[src/rtl/rtg_pkg.sv]
package rtg_pkg;
  localparam int unsigned HW = 16;
  typedef logic [HW-1:0] half_t;

  // hi: end / line half, lo: start / pixel half
  typedef struct packed {
    half_t hi;
    half_t lo;
  } span_t;

  typedef struct packed {
    span_t hor;
    span_t vl_top;
    span_t vl_bot;
    span_t vp_top;
    span_t vp_bot;
  } chan_cfg_t;

  typedef struct packed {
    span_t top_start;
    span_t top_stop;
    span_t bot_start;
    span_t bot_stop;
  } win_cfg_t;

  localparam int unsigned RA_MODE   = 0;
  localparam int unsigned RA_LINE   = 1;
  localparam int unsigned RA_FIELD  = 2;
  localparam int unsigned RA_RST    = 3;
  localparam int unsigned RA_WIN    = 4;
  localparam int unsigned RA_CH     = 8;
  localparam int unsigned CH_STRIDE = 8;
  localparam int unsigned CH_SPANS  = 5;
  localparam int unsigned WIN_SPANS = 4;
endpackage

[src/rtl/rtg_regs.sv]
module rtg_regs
  import rtg_pkg::*;
#(
  parameter int NCH       = 4,
  parameter int AW        = 6,
  parameter int DEF_LINE  = 16,
  parameter int DEF_FIELD = 8
) (
  input  logic            clk,
  input  logic            rst,
  input  logic            wr_en,
  input  logic [AW-1:0]   wr_addr,
  input  logic [31:0]     wr_data,
  input  logic            frame_start,
  output logic            soft_rst,
  output logic            slave,
  output half_t           line_len,
  output half_t           field_len,
  output win_cfg_t        win,
  output chan_cfg_t       chan [NCH]
);
  localparam int unsigned NSPAN    = WIN_SPANS + NCH * CH_SPANS;
  localparam int unsigned IW       = $clog2(NSPAN);
  localparam int unsigned TOP_ADDR = RA_CH + NCH * CH_STRIDE;

  span_t          sh_span [NSPAN];
  span_t          ac_span [NSPAN];
  half_t          sh_line, sh_field, ac_line, ac_field;
  logic           sh_slave, ac_slave;
  logic           span_hit;
  logic [IW-1:0]  span_idx;
  int unsigned    a_u, off_u;

  // address decode into the flat span store
  always_comb begin
    a_u      = {{(32-AW){1'b0}}, wr_addr};
    off_u    = a_u - RA_CH;
    span_hit = 1'b0;
    span_idx = '0;
    if (a_u >= RA_WIN && a_u < RA_CH) begin
      span_hit = 1'b1;
      span_idx = IW'(a_u - RA_WIN);
    end else if (a_u >= RA_CH && a_u < TOP_ADDR && (off_u % CH_STRIDE) < CH_SPANS) begin
      span_hit = 1'b1;
      span_idx = IW'(WIN_SPANS + (off_u / CH_STRIDE) * CH_SPANS + (off_u % CH_STRIDE));
    end
  end

  assign soft_rst = wr_en && (a_u == RA_RST) && wr_data[0];

  // shadow copy: written by software at any time
  always_ff @(posedge clk) begin
    if (rst) begin
      for (int i = 0; i < int'(NSPAN); i++) sh_span[i] <= '0;
      sh_line  <= half_t'(DEF_LINE);
      sh_field <= half_t'(DEF_FIELD);
      sh_slave <= 1'b0;
    end else if (wr_en) begin
      if (span_hit)          sh_span[span_idx] <= wr_data;
      if (a_u == RA_LINE)    sh_line  <= wr_data[HW-1:0];
      if (a_u == RA_FIELD)   sh_field <= wr_data[HW-1:0];
      if (a_u == RA_MODE)    sh_slave <= wr_data[0];
    end
  end

  // working copy: refreshed only at a frame start
  always_ff @(posedge clk) begin
    if (rst) begin
      for (int i = 0; i < int'(NSPAN); i++) ac_span[i] <= '0;
      ac_line  <= half_t'(DEF_LINE);
      ac_field <= half_t'(DEF_FIELD);
      ac_slave <= 1'b0;
    end else if (frame_start) begin
      for (int i = 0; i < int'(NSPAN); i++) ac_span[i] <= sh_span[i];
      ac_line  <= sh_line;
      ac_field <= sh_field;
      ac_slave <= sh_slave;
    end
  end

  assign slave         = ac_slave;
  assign line_len      = ac_line;
  assign field_len     = ac_field;
  assign win.top_start = ac_span[0];
  assign win.top_stop  = ac_span[1];
  assign win.bot_start = ac_span[2];
  assign win.bot_stop  = ac_span[3];

  for (genvar c = 0; c < NCH; c++) begin : g_chan_map
    localparam int unsigned B = WIN_SPANS + c * CH_SPANS;
    assign chan[c].hor    = ac_span[B + 0];
    assign chan[c].vl_top = ac_span[B + 1];
    assign chan[c].vl_bot = ac_span[B + 2];
    assign chan[c].vp_top = ac_span[B + 3];
    assign chan[c].vp_bot = ac_span[B + 4];
  end
endmodule

[src/rtl/rtg_counters.sv]
module rtg_counters
  import rtg_pkg::*;
(
  input  logic  clk,
  input  logic  rst,
  input  logic  restart,
  input  half_t line_len,
  input  half_t field_len,
  output half_t hcnt,
  output half_t vcnt,
  output logic  frame_start
);
  half_t mid_h;
  logic  eol, step, eof;

  assign mid_h       = line_len >> 1;
  assign eol         = (hcnt == line_len - half_t'(1));
  assign step        = eol || (hcnt == mid_h - half_t'(1));
  assign eof         = (vcnt == field_len - half_t'(1));
  assign frame_start = restart || (eol && eof);

  always_ff @(posedge clk) begin
    if (rst || restart) begin
      hcnt <= '0;
      vcnt <= '0;
    end else begin
      hcnt <= eol ? '0 : hcnt + half_t'(1);
      if (step) vcnt <= eof ? '0 : vcnt + half_t'(1);
    end
  end
endmodule

[src/rtl/rtg_sync_chan.sv]
module rtg_sync_chan
  import rtg_pkg::*;
(
  input  half_t     hcnt,
  input  half_t     line,
  input  logic      bottom,
  input  chan_cfg_t cfg,
  output logic      hs,
  output logic      vs
);
  span_t vl, vp;
  logic  past_start, before_end;

  assign vl = bottom ? cfg.vl_bot : cfg.vl_top;
  assign vp = bottom ? cfg.vp_bot : cfg.vp_top;

  assign hs = (hcnt >= cfg.hor.lo) && (hcnt < cfg.hor.hi);

  // (line, pixel) ordered lexicographically against start and end points
  assign past_start = (line > vl.lo) || ((line == vl.lo) && (hcnt >= vp.lo));
  assign before_end = (line < vl.hi) || ((line == vl.hi) && (hcnt < vp.hi));
  assign vs         = past_start && before_end;
endmodule

[src/rtl/raster_timing_gen.sv]
module raster_timing_gen
  import rtg_pkg::*;
#(
  parameter int NCH       = 4,
  parameter int AW        = 6,
  parameter int DEF_LINE  = 16,
  parameter int DEF_FIELD = 8
) (
  input  logic           clk,
  input  logic           rst,
  input  logic           wr_en,
  input  logic [AW-1:0]  wr_addr,
  input  logic [31:0]    wr_data,
  input  logic           ext_sync,
  output logic [NCH-1:0] hsync,
  output logic [NCH-1:0] vsync,
  output logic           active,
  output logic           top_evt,
  output logic           bot_evt
);
  logic           soft_rst, slave, frame_start, restart, ext_q;
  half_t          line_len, field_len, hcnt, vcnt, half_field, line;
  win_cfg_t       win;
  chan_cfg_t      chan [NCH];
  logic           bottom, act_c;
  logic [NCH-1:0] hs_c, vs_c;
  span_t          ws, we;

  rtg_regs #(
    .NCH(NCH), .AW(AW), .DEF_LINE(DEF_LINE), .DEF_FIELD(DEF_FIELD)
  ) u_regs (
    .clk(clk), .rst(rst), .wr_en(wr_en), .wr_addr(wr_addr), .wr_data(wr_data),
    .frame_start(frame_start), .soft_rst(soft_rst), .slave(slave),
    .line_len(line_len), .field_len(field_len), .win(win), .chan(chan)
  );

  always_ff @(posedge clk) begin
    if (rst) ext_q <= 1'b0;
    else     ext_q <= ext_sync;
  end

  assign restart = soft_rst || (slave && ext_sync && !ext_q);

  rtg_counters u_cnt (
    .clk(clk), .rst(rst), .restart(restart), .line_len(line_len),
    .field_len(field_len), .hcnt(hcnt), .vcnt(vcnt), .frame_start(frame_start)
  );

  assign half_field = field_len >> 1;
  assign bottom     = (vcnt >= half_field);
  assign line       = (vcnt >> 1) + half_t'(1);

  assign ws    = bottom ? win.bot_start : win.top_start;
  assign we    = bottom ? win.bot_stop  : win.top_stop;
  assign act_c = (line >= ws.hi) && (line <= we.hi) && (hcnt >= ws.lo) && (hcnt <= we.lo);

  for (genvar c = 0; c < NCH; c++) begin : g_chan
    rtg_sync_chan u_chan (
      .hcnt(hcnt), .line(line), .bottom(bottom), .cfg(chan[c]),
      .hs(hs_c[c]), .vs(vs_c[c])
    );
  end

  always_ff @(posedge clk) begin
    if (rst) begin
      hsync   <= '0;
      vsync   <= '0;
      active  <= 1'b0;
      top_evt <= 1'b0;
      bot_evt <= 1'b0;
    end else begin
      hsync   <= hs_c;
      vsync   <= vs_c;
      active  <= act_c;
      top_evt <= (hcnt == '0) && (vcnt == '0);
      bot_evt <= (hcnt == '0) && (vcnt == half_field);
    end
  end
endmodule

[config.mk]
export PLATFORM = sky130hd
export DESIGN_NAME = raster_timing_gen
export DESIGN_NICKNAME = d
export VERILOG_FILES = /design/src/rtl/rtg_pkg.sv /design/src/rtl/rtg_regs.sv /design/src/rtl/rtg_counters.sv /design/src/rtl/rtg_sync_chan.sv /design/src/rtl/raster_timing_gen.sv
export SDC_FILE = /design/constraint.sdc
export NUM_CORES = 2
export LEC_CHECK = 0
export ABC_AREA = 1
export ABC_CLOCK_PERIOD_IN_PS = 28600
export BUFFER_PORTS_ARGS = -buffer_cell sky130_fd_sc_hd__buf_2
export CORE_AREA = 2 2 478 480
export DETAILED_ROUTE_END_ITERATION = 6
export DIE_AREA = 0 0 480 482
export GPL_ROUTABILITY_DRIVEN = 0
export PLACE_DENSITY_LB_ADDON = 0.12
export SLEW_MARGIN = 0
export SYNTH_ARGS = -nofsm -noshare
export SYNTH_HDL_FRONTEND = slang
export SYNTH_HIERARCHICAL = 1
export SYNTH_SLANG_ARGS = --single-unit
[constraint.sdc]
create_clock -name clk -period 28.6 [get_ports clk]
set_input_delay 1.43 -clock clk [delete_from_list [all_inputs] [get_ports clk]]
set_output_delay 1.43 -clock clk [all_outputs]
set_load 0.1 [all_outputs]
==> results.json <==
{
  "outcome": "finished clean",
  "numCtsBuffers": 187,
  "min-delay-start": "u_regs/sh_field[15]",
  "worstMarginPinSlew_ps": 1280,
  "ir_drop_uv": 47.2,
  "io_pins": 53,
  "fin_skew_ps": 39.4,
  "drt_iter0_markers": 3443,
  "startpoint": "wr_addr[3]",
  "rsz0062_at_grt": "no",
  "grt_pass1_vias": 49800,
  "cpPeakStageDelay_ps": 980,
  "cts_max_level": 4,
  "initial_core_util": 0.349,
  "cts_sinks": 1646,
  "path_common_cell": "buf_4",
  "switching_power_uw": 1280,
  "synth-edff-count": 1536,
  "synth-main-ff-cell": "edfxtp_1",
  "dieArea_um2": 231000,
  "grt_antenna_before_repair": 13,
  "clk_latency_ps": 850,
  "vias_per_cell": 4.74,
  "rr_startpoint": "u_regs/line_len[1]",
  "grt_first_pass_wirelength_um": 334000,
  "switching_share": 0.234,
  "crit_path_max_fanout": 137,
  "dr_total_vias": 50900,
  "syn_area_per_cell_um2": 10.5,
  "clkTransAtPathRegs_ps": 60,
  "grt_overflow": 0,
  "dieWidth_um": 480,
  "power_density_nw_per_um2": 61.4,
  "post-cts-setup-buffer-count": 0,
  "synthCells": 7519,
  "clkPwrFrac": 0.438,
  "worstPathRequired_ps": 29060,
  "critPathCaptureType": "flip-flop",
  "syn-cell-area_um2": 78900,
  "place_hpwl_um": 130000,
  "p_leak_uw": 0.0379,
  "arrival_ps": 7740,
  "layout.nets": 8075,
  "grt_usage": 0.197,
  "cts_hold_buf": 0,
  "grt_max_degree": 148,
  "setup_tns_ps": 0,
  "crit_path_cell_trace": "buf_2 -> inv_1 -> ha_1 -> nand3_1 -> nor4_4 -> o21bai_1 -> o21bai_1 -> nor2_2 -> inv_8 -> buf_4 -> buf_4 -> buf_4 -> buf_4",
  "fp-row-count": 175,
  "dr.pass1.iters": 5,
  "pwr-share-seq": 0.507,
  "ys_seq_area_frac": 0.612,
  "port_buffers": 52,
  "final-hold-violation-count": 0,
  "core_area_um2": 226000,
  "slowest_stage": "buf_4",
  "clock_path_buffers": 3,
  "cts_tree": "done",
  "cts_resized": 0,
  "yosys_warnings": 6,
  "final-max-slew-violation-count": 0,
  "intPower_uw": 4180,
  "fin_crit_sh": 0.255,
  "synthArstFlopShare": 0,
  "max-cap-violations": 0,
  "cp-start-kind": "primary input",
  "die_h_um": 482,
  "maxSlewHeadroom": 0.144,
  "wl_per_cell_um": 21.3,
  "setup_viol": 0,
  "ys_types": 57,
  "pwr-share-comb": 0.054,
  "ant_nets": 0,
  "routed_wl_um": 229000,
  "post-route-util": 0.392,
  "drc": 0,
  "synth_fp_nets": 8038,
  "ys_ff_latch": 1646,
  "fin_crit_ps": 7290,
  "path_class": "primary input to flip-flop",
  "hp-class": "flip-flop to flip-flop",
  "fmax_ghz": 0.137,
  "clockRootBuffer": "clkbuf_16",
  "drive_gt1_frac": 0.0852,
  "syn2layout_area_growth_pct": 12.6
}
==> worst paths after layout <==
path,slack [ps],endpoint,cells after the start
setup / recovery,21310,u_regs/ac_span[0][222],13
hold / removal,440,u_regs/field_len[15],2
setup reg to reg,21360,u_regs/ac_span[0][222],16
hold reg to reg,440,u_regs/field_len[15],2
==> cell families (layout without fill, tap and decap cells) <==
| logic type | count (synthesis) | in the layout | share of synthesized area |
|---|---|---|---|
| buf+inv | 1642 | 1842 | 0.0816 |
| simple gates | 2970 | 2970 | 0.159 |
| compound gates | 470 | 470 | 0.0322 |
| other cells | 0 | 3 | 0 |
| fa+ha+maj | 477 | 477 | 0.0758 |
| flops | 1646 | 1646 | 0.612 |
| xor+xnor | 74 | 74 | 0.00839 |
| mux | 240 | 240 | 0.0304 |
==> critical path: cells and delay by family <==
| family | cells | cell delay [ps] |
|---|---|---|
| AO/OA/AOI/OAI | 2 | 460 |
| AND/OR/NAND/NOR | 3 | 1010 |
| buffers and inverters | 7 | 4230 |
| adder cells (fa/ha/maj) | 1 | 210 |
==> state kept, by name (all words and copies together), names as in the netlist <==
name and count:
u_regs/ac_span 768, u_regs/sh_line 16, vsync 4, hsync 4
active 1, u_cnt/vcnt 16, u_regs/line_len 16, u_regs/slave 1
u_regs/sh_slave 1, bot_evt 1, u_regs/field_len 16, u_regs/sh_span 768
top_evt 1, u_regs/sh_field 16, ext_q 1, u_cnt/hcnt 16
==> metrics by stage <==
stage	area [um^2]	std cells	worst slack [ps]	total power (uW)	hold slack [ps]
final	88900	10700	21310	5460	438
after global routing	88900	10700	20770	5660	468
after CTS	88800	10700	21200	5530	436
after detailed placement	82800	10400	20270	3120	429
after global placement	82800	10400	19970	3120	431
after floorplan	78900	7519	10260	3030	414
==> final cells by class <==
cell class                 count  area (um^2)
fill                       22100       138000
clock inverter               107         1140
multi-input combinational   4231        24400
antenna                        3         7.51
tap                         3009         3760
timing repair buffer         187         1320
clock buffer                 245         4950
sequential                  1646        48300
inverter                    1303         4910
==> Yosys cell counts (all sizes together), types with 18 or more instances <==
cell type / n / area (um^2)
dfxtp: 110 / 2200
o21ai: 139 / 696
inv: 1285 / 4830
ha: 475 / 5940
nand4: 40 / 250
nand2: 869 / 3350
buf: 144 / 810
nor4: 20 / 125
clkinv: 18 / 67.6
nor2: 1514 / 5810
edfxtp: 1536 / 46100
nand3b: 70 / 542
xor2: 56 / 490
nor3: 293 / 1570
clkbuf: 195 / 737
a21oi: 285 / 1480
nand3: 145 / 793
mux2i: 240 / 2400
==> power by group through the flow <==
stage | combinational, uW | clock [uW] | sequential, uW
final | 297 | 2390 | 2770
after global routing | 330 | 2550 | 2780
after CTS | 303 | 2460 | 2770
after detailed placement | 302 | 0 | 2820
after global placement | 300 | 0 | 2820
after floorplan | 174 | 0 | 2850
==> layout by cell type, fill, tap and decap left out, types with 19 or more instances in the layout <==
cell	n
buf_2	51
inv_1	1250
nor3_1	271
clkbuf_1	54
nand4_1	40
dfxtp_1	95
nand3b_1	68
nand2_1	829
nand3_1	131
o21ai_0	125
clkinv_2	43
xor2_1	51
clkbuf_16	188
nor4_1	19
a21oi_1	270
nand2_2	36
edfxtp_1	1536
clkinv_1	33
ha_1	475
buf_4	132
inv_2	39
mux2i_1	240
nor3_2	19
nor2_1	1489
==> layer usage <==
metal	up-vias	wire, um	GRT usage
met3	276	9420	0.0253
met5	-	0	0
met1	25000	105000	0.267
met4	0	5180	0.0503
li1	24700	-	-
met2	955	109000	0.334
(Power assumes the default switching activity.)
